===== src/rtl/csw_pkg.sv =====
package csw_pkg;
  typedef enum logic [1:0] {
    MODE_ADD  = 2'b00,
    MODE_AMB  = 2'b01,
    MODE_BMA  = 2'b10,
    MODE_PASS = 2'b11
  } csw_mode_e;

  localparam int unsigned TBL_W = 8;
endpackage


===== src/rtl/csw_link_sel.sv =====
module csw_link_sel
  import csw_pkg::*;
(
  input  logic      a,
  input  logic      b,
  input  logic      lin,
  input  csw_mode_e mode,
  output logic      lout
);
  logic carry_en, borrow_en, swap;
  logic carry_pick, borrow_pick;
  logic x, y;

  always_comb begin
    carry_en  = (mode == MODE_ADD);
    borrow_en = (mode == MODE_AMB) || (mode == MODE_BMA);
    swap      = (mode == MODE_BMA);
    x = swap ? b : a;
    y = swap ? a : b;

    case ({a, b})
      2'b00:   carry_pick = 1'b0;
      2'b11:   carry_pick = 1'b1;
      default: carry_pick = lin;
    endcase

    case ({x, y})
      2'b01:   borrow_pick = 1'b1;
      2'b10:   borrow_pick = 1'b0;
      default: borrow_pick = lin;
    endcase

    if (carry_en)       lout = carry_pick;
    else if (borrow_en) lout = borrow_pick;
    else                lout = lin;

    // only one chain may drive the link
    a_r7_one_chain: assert ($onehot0({carry_en, borrow_en}));
    // add is the majority of a, b and the incoming carry
    a_r6_add_gpk: assert (!carry_en || lout == ((a & b) | (lin & (a | b))));
    // the borrow rule for x - y - lin
    a_r6_sub_gpk: assert (!borrow_en || lout == ((~x & y) | (lin & ~(x ^ y))));
    // pass-through leaves the link untouched
    a_r4_pass_link: assert (mode != MODE_PASS || lout == lin);
  end
endmodule


===== src/rtl/csw_bit_tbl.sv =====
module csw_bit_tbl
  import csw_pkg::*;
(
  input  logic [TBL_W-1:0] tbl,
  input  logic             a,
  input  logic             b,
  input  logic             c,
  output logic             y
);
  logic [2:0] idx;

  always_comb begin
    idx = {a, b, c};
    y   = tbl[idx];
    // the standard table gives the three-input XOR
    a_r1_xor_sum: assert (tbl != 8'h96 || y == (a ^ b ^ c));
  end
endmodule


===== src/rtl/csw_slice.sv =====
module csw_slice
  import csw_pkg::*;
(
  input  logic             a,
  input  logic             b,
  input  logic             lin,
  input  csw_mode_e        mode,
  input  logic [TBL_W-1:0] tbl,
  output logic             y,
  output logic             lout
);
  csw_link_sel u_link (
    .a    (a),
    .b    (b),
    .lin  (lin),
    .mode (mode),
    .lout (lout)
  );

  csw_bit_tbl u_res (
    .tbl (tbl),
    .a   (a),
    .b   (b),
    .c   (lin),
    .y   (y)
  );
endmodule


===== src/rtl/csw_alu.sv =====
module csw_alu
  import csw_pkg::*;
#(
  parameter int unsigned WIDTH = 8
) (
  input  logic [WIDTH-1:0] a_i,
  input  logic [WIDTH-1:0] b_i,
  input  logic             link_i,
  input  logic [1:0]       mode_i,
  input  logic [TBL_W-1:0] tbl_i,
  output logic [WIDTH-1:0] y_o,
  output logic             link_o
);
  localparam int unsigned NLINK = WIDTH + 1;

  csw_mode_e        mode;
  logic [NLINK-1:0] chain;

  assign mode     = csw_mode_e'(mode_i);
  assign chain[0] = link_i;

  for (genvar i = 0; i < WIDTH; i++) begin : g_slice
    csw_slice u_slice (
      .a    (a_i[i]),
      .b    (b_i[i]),
      .lin  (chain[i]),
      .mode (mode),
      .tbl  (tbl_i),
      .y    (y_o[i]),
      .lout (chain[i+1])
    );
  end

  assign link_o = chain[WIDTH];
endmodule


===== config.mk =====
export PLATFORM = sky130hd
export DESIGN_NAME = csw_alu
export DESIGN_NICKNAME = d
export VERILOG_FILES = /design/src/rtl/csw_pkg.sv /design/src/rtl/csw_link_sel.sv /design/src/rtl/csw_bit_tbl.sv /design/src/rtl/csw_slice.sv /design/src/rtl/csw_alu.sv
export SDC_FILE = /design/constraint.sdc
export NUM_CORES = 1
export LEC_CHECK = 0
export BUFFER_PORTS_ARGS = -buffer_cell sky130_fd_sc_hd__buf_2
export CORE_MARGIN = 1
export CORE_UTILIZATION = 55
export DETAILED_ROUTE_END_ITERATION = 8
export PLACE_DENSITY = 0.83
export SLEW_MARGIN = 20
export SYNTH_ARGS = -nofsm -noshare
export SYNTH_HDL_FRONTEND = slang
export SYNTH_SLANG_ARGS = --single-unit

===== constraint.sdc =====
create_clock -name vclk -period 4.2
set_input_delay 0.42 -clock vclk [all_inputs]
set_output_delay 0.42 -clock vclk [all_outputs]
set_load 0.01 [all_outputs]

==> out/metrics.yaml, run 1 <==
run_status:
  outcome: "finished clean"
setup_path:
  cp.arrival_ps: 3590
  cp_slowest_stage_delay_ps: 560
  required_ps: 3780
  critPathLaunchType: "primary input"
  cp-end-kind: "primary output"
  cp_cell_sequence: "buf_2, inv_1, ha_1, nor2_1, a311oi_1, or4_4, nand3_2, mux2_1, a22oi_2, mux4_1, mux2_2, buf_2"
  critPathKind: "in2out"
  crit_path_top_delay_cell: "mux4_1"
  crit_start: "mode_i[0]"
  cp_common_cell: "buf_2"
  path_max_fanout: 14
timing:
  drv_slew: 0
  setup-violations-final: 0
  holdWs_ps: 1180
  grt_setup_unrepaired: "false"
  min_period_ps: 4010
  finalWorstSetupSlack_ps: 194
  final-hold-violation-count: 0
  tightest_slew_ps: 608
  slew_headroom: 0.592
  fmax_mhz: 250
  setup_tns_ps: 0
  period_share: 0.954
cts:
  cts_setup_buffers: 0
  post_cts_resized: 0
  cts_hold_buf: 0
die:
  start_util: 0.590
  row_count: 17
  die-area_mm2: 0.00260
  core_area_mm2: 0.00223
  fp.dieW_um: 50.9
  ios: 36
  die_y_um: 50.9
power:
  p_per_area_mw_per_mm2: 163
  switching_share: 0.514
  power_switching_uw: 122
  power_uw: 238
  ir_drop_mv: 0.0959
  p_seq_frac: 0
  clock_power_share: 0
  pwr-share-comb: 1.000
  p_int_uw: 116
  power.leakage_nw: 0.650
synthesis:
  syn-num-nets: 186
  synth_cell_types: 48
  syn-cell-area_mm2: 0.00132
  synthTopCellsByCount: "12 x mux4_2, 11 x ha_1, 11 x nand2_1"
  synth_area_leaders: "mux4_2 21%, ha_1 10%, mux2_2 6.8%"
  yosysTopAreaCell: "mux4_2"
  synth_most_common_cell: "mux4_2"
  synth_top_cell_area_share: 0.205
  synth-seq-area-share: 0
  synthCells: 148
  syn_area_per_cell_um2: 8.90
  yosysWarnings: 0
detailed_routing:
  wl_per_cell_um: 18.7
  wirelength_mm: 3.76
  drtIter0Drc: 35
  vias: 1389
  via_per_inst: 6.91
  drtAntennaViolNets: 0
  dr.pass1.iters: 4
  route.detailed.drc: 0
layout:
  syn_to_final_growth_pct: 10.9
  fin_cells: 201
  antennaDiodeCount: 0
  nNetsFinal: 213
  seq_area_um2: 0
  drive_gt1_frac: 0.376
  clockBufferCount: 0
  seq_cell_count: 0
  final_util: 0.654
  finalInstanceArea_mm2: 0.00146
  n_fill_cell: 188
run:
  maxCapViolCount: 0
placed_design:
  hpwl_mm: 2.86
  gp_congestion: 0.974
  dp_cells: 201
  placement.cell_area_mm2: 0.00146
  dpl_worst_slack_ps: 237
  numPortBuffers: 36
grt:
  grt_pass1_vias: 1340
  grt_overflow: 0
  grt_pass1_wl_mm: 6.18
  grt_max_degree: 21
  antenna_found_initial: 0
  globalRouteTotalUtil: 0.305
hold_path:
  hp-start: "b_i[6]"
  hold_class: "in2out"
routing by layer:
metal	vias to the layer above	global-route usage	routed length, µm
met3	10	0.00595	257
met5	-	0	0
li1	654	-	-
met1	655	0.384	1510
met2	70	0.537	1910
met4	0	0.139	77
logic make-up after synthesis:
logic type / count (synthesis) / share of synthesized area
AOI/OAI and AO/OA: 35 / 0.201
adders and majority gates: 11 / 0.104
buffers and inverters: 22 / 0.0912
muxes: 26 / 0.332
and+or+nand+nor: 54 / 0.271
worst max-delay path, delay by kind of cell:
family	cells	cell delay [ps]
compound gates	2	690
fa+ha+maj	1	500
buf+inv	3	320
mux	3	1150
simple gates	3	500
placed cells by master, fill, tap and decap left out, types with 2 or more instances in the layout:
cell type,Yosys,routed
a211oi_1,4,4
a21oi_1,4,4
a311oi_1,3,3
a32o_1,2,2
and3_1,2,2
and4b_1,6,6
buf_2,0,36
buf_4,9,2
ha_1,11,11
inv_1,9,9
mux2_2,8,8
mux2i_1,4,4
mux4_2,12,12
nand2_1,11,11
nand2b_1,2,2
nand3_1,4,4
nand4_1,2,2
nor2_1,5,5
nor2b_1,7,7
nor3_1,3,3
nor4b_1,2,2
o211ai_1,2,2
o21ai_0,6,6
o22ai_1,3,3
o31ai_1,2,2
layout make-up:
class | count | area [µm²] | share of cell area
inverters | 9 | 33.8 | 0.0231
multi-input cells | 126 | 1200 | 0.819
well taps | 28 | 35.0 | 0.0240
repair buffers | 38 | 195 | 0.134
final timing paths:
path | to | slack, ps | cells past startpoint
setup / recovery | y_o[4] | 190 | 12
hold / removal | y_o[6] | 1180 | 3
power by group through the flow:
stage | Combinational [mW] | Clock, mW | Sequential (mW)
5_1_grt | 0.256 | 0 | 0
6_report | 0.238 | 0 | 0
3_5_place_dp | 0.235 | 0 | 0
3_3_place_gp | 0.225 | 0 | 0
4_1_cts | 0.236 | 0 | 0
2_1_floorplan | 0.183 | 0 | 0
(Power assumes the default switching activity.)
==> run 2: changes to the inputs <==
==> constraint.sdc (replaced) <==
create_clock -name vclk -period 4.2
set_input_delay 0.84 -clock vclk [all_inputs]
set_output_delay 0.84 -clock vclk [all_outputs]
set_load 0.01 [all_outputs]
==> run 2 against run 1 <==
Compared with the run above:
- via count rose by 17%
- fmax fell by 9.4%
- sequential cell count did not move
- the flow now finishes with violations (negative setup slack)
- largest cell class unchanged
- critical endpoint is now y_o[7]
==> out/metrics.yaml, run 2 (synthesis results as in run 1) <==
timing:
  min_period_ps: 4420  # +417 ps
  final-hold-violation-count: 0  # unchanged
  slew_headroom: 0.662  # +0.0696
  holdWs_ps: 2010  # +828 ps
  finalWorstSetupSlack_ps: -223  # -417 ps
  drv_slew: 0  # unchanged
  fmax_mhz: 226  # -9.4%
  setup-violations-final: 5  # +5
  tightest_slew_ps: 506  # -102 ps
  period_share: 1.05  # +0.0992
  grt_setup_unrepaired: "true"
die:
  ios: 36  # unchanged
  core_area_mm2: 0.00223  # unchanged
  die-area_mm2: 0.00260  # unchanged
  start_util: 0.590  # unchanged
  row_count: 17  # unchanged
  fp.dieW_um: 50.9  # unchanged
  die_y_um: 50.9  # unchanged
setup_path:
  cp-end-kind: "primary output"
  crit_start: "mode_i[0]"
  critPathKind: "in2out"
  path_max_fanout: 6  # -8
  required_ps: 3360  # -420 ps
  critPathLaunchType: "primary input"
  cp.arrival_ps: 3580  # about the same
power:
  p_per_area_mw_per_mm2: 175  # +7.7%
  power.leakage_nw: 0.849  # +30%
  ir_drop_mv: 0.144  # +50%
  power_uw: 331  # +39%
grt:
  grt_pass1_vias: 1547  # +15%
  antenna_found_initial: 0  # unchanged
  grt_overflow: 0  # unchanged
  grt_max_degree: 18  # -14%
  grt_pass1_wl_mm: 7.31  # +18%
  globalRouteTotalUtil: 0.372  # +0.0666
layout:
  nNetsFinal: 241  # +13%
  seq_area_um2: 0  # unchanged
  seq_cell_count: 0  # unchanged
  clockBufferCount: 0  # unchanged
  drive_gt1_frac: 0.557  # +0.181
  multi_input_area_mm2: 0.00135  # +13%
  layout_common_cells: "31 x buf_2, 26 x buf_4, 13 x mux4_2, 10 x nand2_1, 8 x inv_1"
  final_util: 0.846  # +0.192
  antennaDiodeCount: 0  # unchanged
  layout_commonest_cell: "buf_2"
  n_fill_cell: 125  # -34%
  syn_to_final_growth_pct: 43.5
hold_path:
  whs_endpoint: "y_o[6]"
  whs_path_depth: 3  # unchanged
  hold_class: "in2out"
  hp-start: "b_i[6]"
detailed_routing:
  vias: 1632  # +17%
  route.detailed.drc: 0  # unchanged
  dr.pass1.iters: 4  # unchanged
  drtAntennaViolNets: 0  # unchanged
  wirelength_mm: 5.26  # +40%
  wl_per_cell_um: 23.0  # +23%
  via_per_inst: 7.13  # +3.1%
  drtIter0Drc: 98  # +180%
run:
  maxCapViolCount: 0  # unchanged
run_status:
  outcome: "finished, violations left"
  violations: "negative setup slack"
placed_design:
  gp_congestion: 0.970  # -0.40%
  dpl_worst_slack_ps: -244  # -482 ps
  numPortBuffers: 36  # unchanged
  hpwl_mm: 3.09  # +7.9%
cts:
  cts_hold_buf: 0  # unchanged
[run 2: changes by cell type in the layout (fill, tap and decap cells not counted), sizes merged]
cell	change
buf	+28
[run 2: repair_timing]
action,4_1_cts,5_1_grt
gates resized for setup,32,8
setup buffers,3,2
endpoints found under the setup margin,4,5
hold endpoints to repair,0,0
pin swaps,17,12
[run 2: through the flow]
step                      TNS [ps]  instances  cell area [µm²]
after floorplan                  0        148             1340
after global placement        -494        225             1680
after detailed placement      -731        225             1680
after CTS                     -216        228             1840
after global routing          -787        229             1890
final                         -528        229             1890
[run 2: how the worst max path moves through the flow]
stage,endpoint,cells after the start
6_report,y_o[7],13
5_1_grt,y_o[7],15
4_1_cts,y_o[4],11
3_5_place_dp,y_o[4],12
3_3_place_gp,y_o[6],14
2_1_floorplan,y_o[4],11
[run 2: final cells by class]
type,count,area share
Inverter,9,0.0218
Tap cell,28,0.0185
Multi-Input combinational cell,126,0.714
Timing Repair Buffer,66,0.246
[run 2: power breakdown]
| group | internal [mW] | switching (mW) | leakage (nW) |
|---|---|---|---|
| sequential | 0 | 0 | 0 |
| combinational | 0.173 | 0.158 | 0.849 |
| clock | 0 | 0 | 0 |
[run 2: layer usage]
layer | track usage | vias up | part of all wire
li1 | - | 708 | -
met1 | 0.459 | 785 | 0.35
met2 | 0.713 | 110 | 0.52
met3 | 0.0119 | 29 | 0.083
met4 | 0.0648 | 0 | 0.046
met5 | 0 | - | 0
[run 2: critical path: stages]
cell and delay [ps]:
buf_8 90, inv_8 40, ha_4 180, nor4b_4 410, o41ai_4 140, or4_4 460, buf_6 140, a32o_2 270
a21oi_4 260, nor2b_1 90, a2111oi_1 420, a211oi_2 70, buf_2 160
==> run 3: changes to the inputs <==
--- a/config.mk
+++ b/config.mk
@@ -6,11 +6,12 @@
 export NUM_CORES = 1
 export LEC_CHECK = 0
 export BUFFER_PORTS_ARGS = -buffer_cell sky130_fd_sc_hd__buf_2
-export CORE_MARGIN = 1
+export CORE_MARGIN = 2
 export CORE_UTILIZATION = 55
 export DETAILED_ROUTE_END_ITERATION = 8
 export PLACE_DENSITY = 0.83
 export SLEW_MARGIN = 20
 export SYNTH_ARGS = -nofsm -noshare
 export SYNTH_HDL_FRONTEND = slang
+export SYNTH_HIERARCHICAL = 1
 export SYNTH_SLANG_ARGS = --single-unit
==> run 3 against run 2 <==
Compared with the run above:
- the run still ends with negative setup slack left
- total power is 43% higher
- area after synthesis is 0.28% higher
- sequential share of layout area stayed put
- largest cell class unchanged
==> out/metrics.yaml, run 3 <==
synthesis:
  syn_area_per_cell_um2: 10.3  # +16%
  synth-seq-area-share: 0  # unchanged
  synthTopCellsByCount: "24 x ha_1, 16 x inv_1, 16 x mux4_1"
  syn-num-nets: 179  # -3.8%
  synth_area_leaders: "mux4_1 32%, ha_1 23%, mux2_1 6.8%"
  yosysWarnings: 6  # +6
  synth_top_cell_area_share: 0.318  # +0.113
  syn-cell-area_mm2: 0.00132  # +0.28%
  synthCells: 128  # -14%
  yosysTopAreaCell: "mux4_1"
  synth_cell_types: 12  # -75%
  synth_most_common_cell: "ha_1"
placed_design:
  gp_congestion: 0.826  # -15%
  numPortBuffers: 36  # unchanged
  dpl_worst_slack_ps: -2530  # -2280 ps
  hpwl_mm: 3.14  # +1.6%
layout:
  seq_area_um2: 0  # unchanged
  syn_to_final_growth_pct: 60.0
  nNetsFinal: 250  # +3.7%
  drive_gt1_frac: 0.660  # +0.103
  clockBufferCount: 0  # unchanged
  layout_common_cells: "30 x buf_4, 28 x buf_2, 22 x ha_1, 14 x inv_1, 13 x mux2_4"
  layout_commonest_cell: "buf_4"
  antennaDiodeCount: 0  # unchanged
  seq_cell_count: 0  # unchanged
  final_util: 0.947  # +0.100
detailed_routing:
  vias: 1577  # -3.4%
  via_per_inst: 7.01  # -1.7%
  drtAntennaViolNets: 0  # unchanged
  wl_per_cell_um: 25.6  # +11%
  dr.pass1.iters: 4  # unchanged
  route.detailed.drc: 0  # unchanged
  drtIter0Drc: 87  # -11%
  wirelength_mm: 5.76  # +9.4%
grt:
  grt_max_degree: 15  # -3
  grt_pass1_wl_mm: 7.59  # +3.9%
  grt_pass1_vias: 1598  # +3.3%
  grt_overflow: 0  # unchanged
  globalRouteTotalUtil: 0.371  # -0.000665
  antenna_found_initial: 0  # unchanged
setup_path:
  critPathKind: "in2out"
  critPathLaunchType: "primary input"
  cp.arrival_ps: 5810  # +2230 ps
  cp-end-kind: "primary output"
  path_max_fanout: 3  # -3
  required_ps: 3360  # about the same
timing:
  min_period_ps: 6650  # +2230 ps
  fmax_mhz: 150  # -33%
  final-hold-violation-count: 0  # unchanged
  slew_headroom: 0.796  # +0.135
  finalWorstSetupSlack_ps: -2450  # -2230 ps
  tightest_slew_ps: 305  # -201 ps
  grt_setup_unrepaired: "true"
  drv_slew: 0  # unchanged
  setup-violations-final: 7  # +2
  period_share: 1.58  # +0.530
power:
  ir_drop_mv: 0.191  # +33%
  power_switching_uw: 202  # +28%
  pwr-share-comb: 1.000  # about the same
  clock_power_share: 0  # unchanged
  p_per_area_mw_per_mm2: 224  # +28%
  switching_share: 0.426  # -0.0509
  p_int_uw: 272  # +57%
  p_seq_frac: 0  # unchanged
  power.leakage_nw: 1.05  # +24%
die:
  die-area_mm2: 0.00281  # +8.3%
  ios: 36  # unchanged
  start_util: 0.592  # +0.00168
  die_y_um: 53.0  # +4.1%
  fp.dieW_um: 53.0  # +4.1%
  core_area_mm2: 0.00223  # unchanged
  row_count: 17  # unchanged
hold_path:
  hold_class: "in2out"
run:
  maxCapViolCount: 0  # unchanged
cts:
  cts_hold_buf: 0  # unchanged
run_status:
  violations: "negative setup slack"
  outcome: "finished, violations left"
[run 3: cell types whose count changed after synthesis, sizes merged, moves of 8 or more]
cell / previous run / this run
a31oi: 0 / 8
and2b: 0 / 8
buf: 10 / 0
ha: 11 / 24
nand2: 11 / 0
[run 3: final cells by class]
type	count	area, µm²
Multi-Input combinational cell	112	1500
Inverter	16	80.1
Tap cell	28	35.0
Timing Repair Buffer	69	502
Fill cell	62	119
[run 3: repair_timing]
action                     in CTS  in global routing
setup endpoints to repair       7                  7
pin swaps                       8                  2
gates resized for setup        33                 11
setup buffers                   5                  6
[run 3: cell families after synthesis]
group,Yosys count,share of synthesized area
multiplexers,32,0.455
adder cells (fa/ha/maj),24,0.227
AND/OR/NAND/NOR,32,0.167
AO/OA/AOI/OAI,24,0.106
buffers and inverters,16,0.0455
[run 3: critical path, stage by stage]
cell and delay (ps):
buf_8 110, inv_8 50, ha_4 130, mux2_4 310
o22ai_4 190, a31oi_4 60, mux2_4 290, o22ai_2 150
a31oi_2 70, mux2_4 290, o22ai_2 160, a31oi_2 60
mux2_4 280, o22ai_2 150, a31oi_2 60, mux2_4 300
o22ai_4 200, a31oi_4 70, mux2_4 320, o22ai_4 180
a31oi_4 70, mux2_4 310, o22ai_4 190, a31oi_4 80
mux4_2 470, mux2_4 280, buf_6 120
[run 3: metrics by stage]
stage	total power, mW	instances	TNS [ps]	instance area, µm²	hold slack [ps]
2_1_floorplan	0.220	128	-6860	1490	1830
5_1_grt	0.492	225	-10860	2110	2080
3_5_place_dp	0.340	217	-10450	1890	2070
6_report	0.474	225	-10180	2110	2080
3_3_place_gp	0.320	217	-9240	1890	2070
4_1_cts	0.408	222	-9130	2040	2050
[run 3: routing by layer]
layer  global-route usage  vias up  share of wire
met3               0.0508       43           0.11
met2                0.694      149           0.49
li1                     -      647              -
met5                    0        -              0
met4                0.150        0          0.066
met1                0.417      738           0.33
[run 3: path summary, 6_finish.rpt]
path,slack (ps),to,depth (start not counted),start
min,2080,y_o[7],3,b_i[7]
max,-2450,y_o[7],27,mode_i[0]
[run 3: power by group through the flow]
stage | Sequential [mW] | Clock (mW) | Combinational (mW)
after CTS | 0 | 0 | 0.408
after floorplan | 0 | 0 | 0.220
after detailed placement | 0 | 0 | 0.340
final | 0 | 0 | 0.474
after global routing | 0 | 0 | 0.492
after global placement | 0 | 0 | 0.320
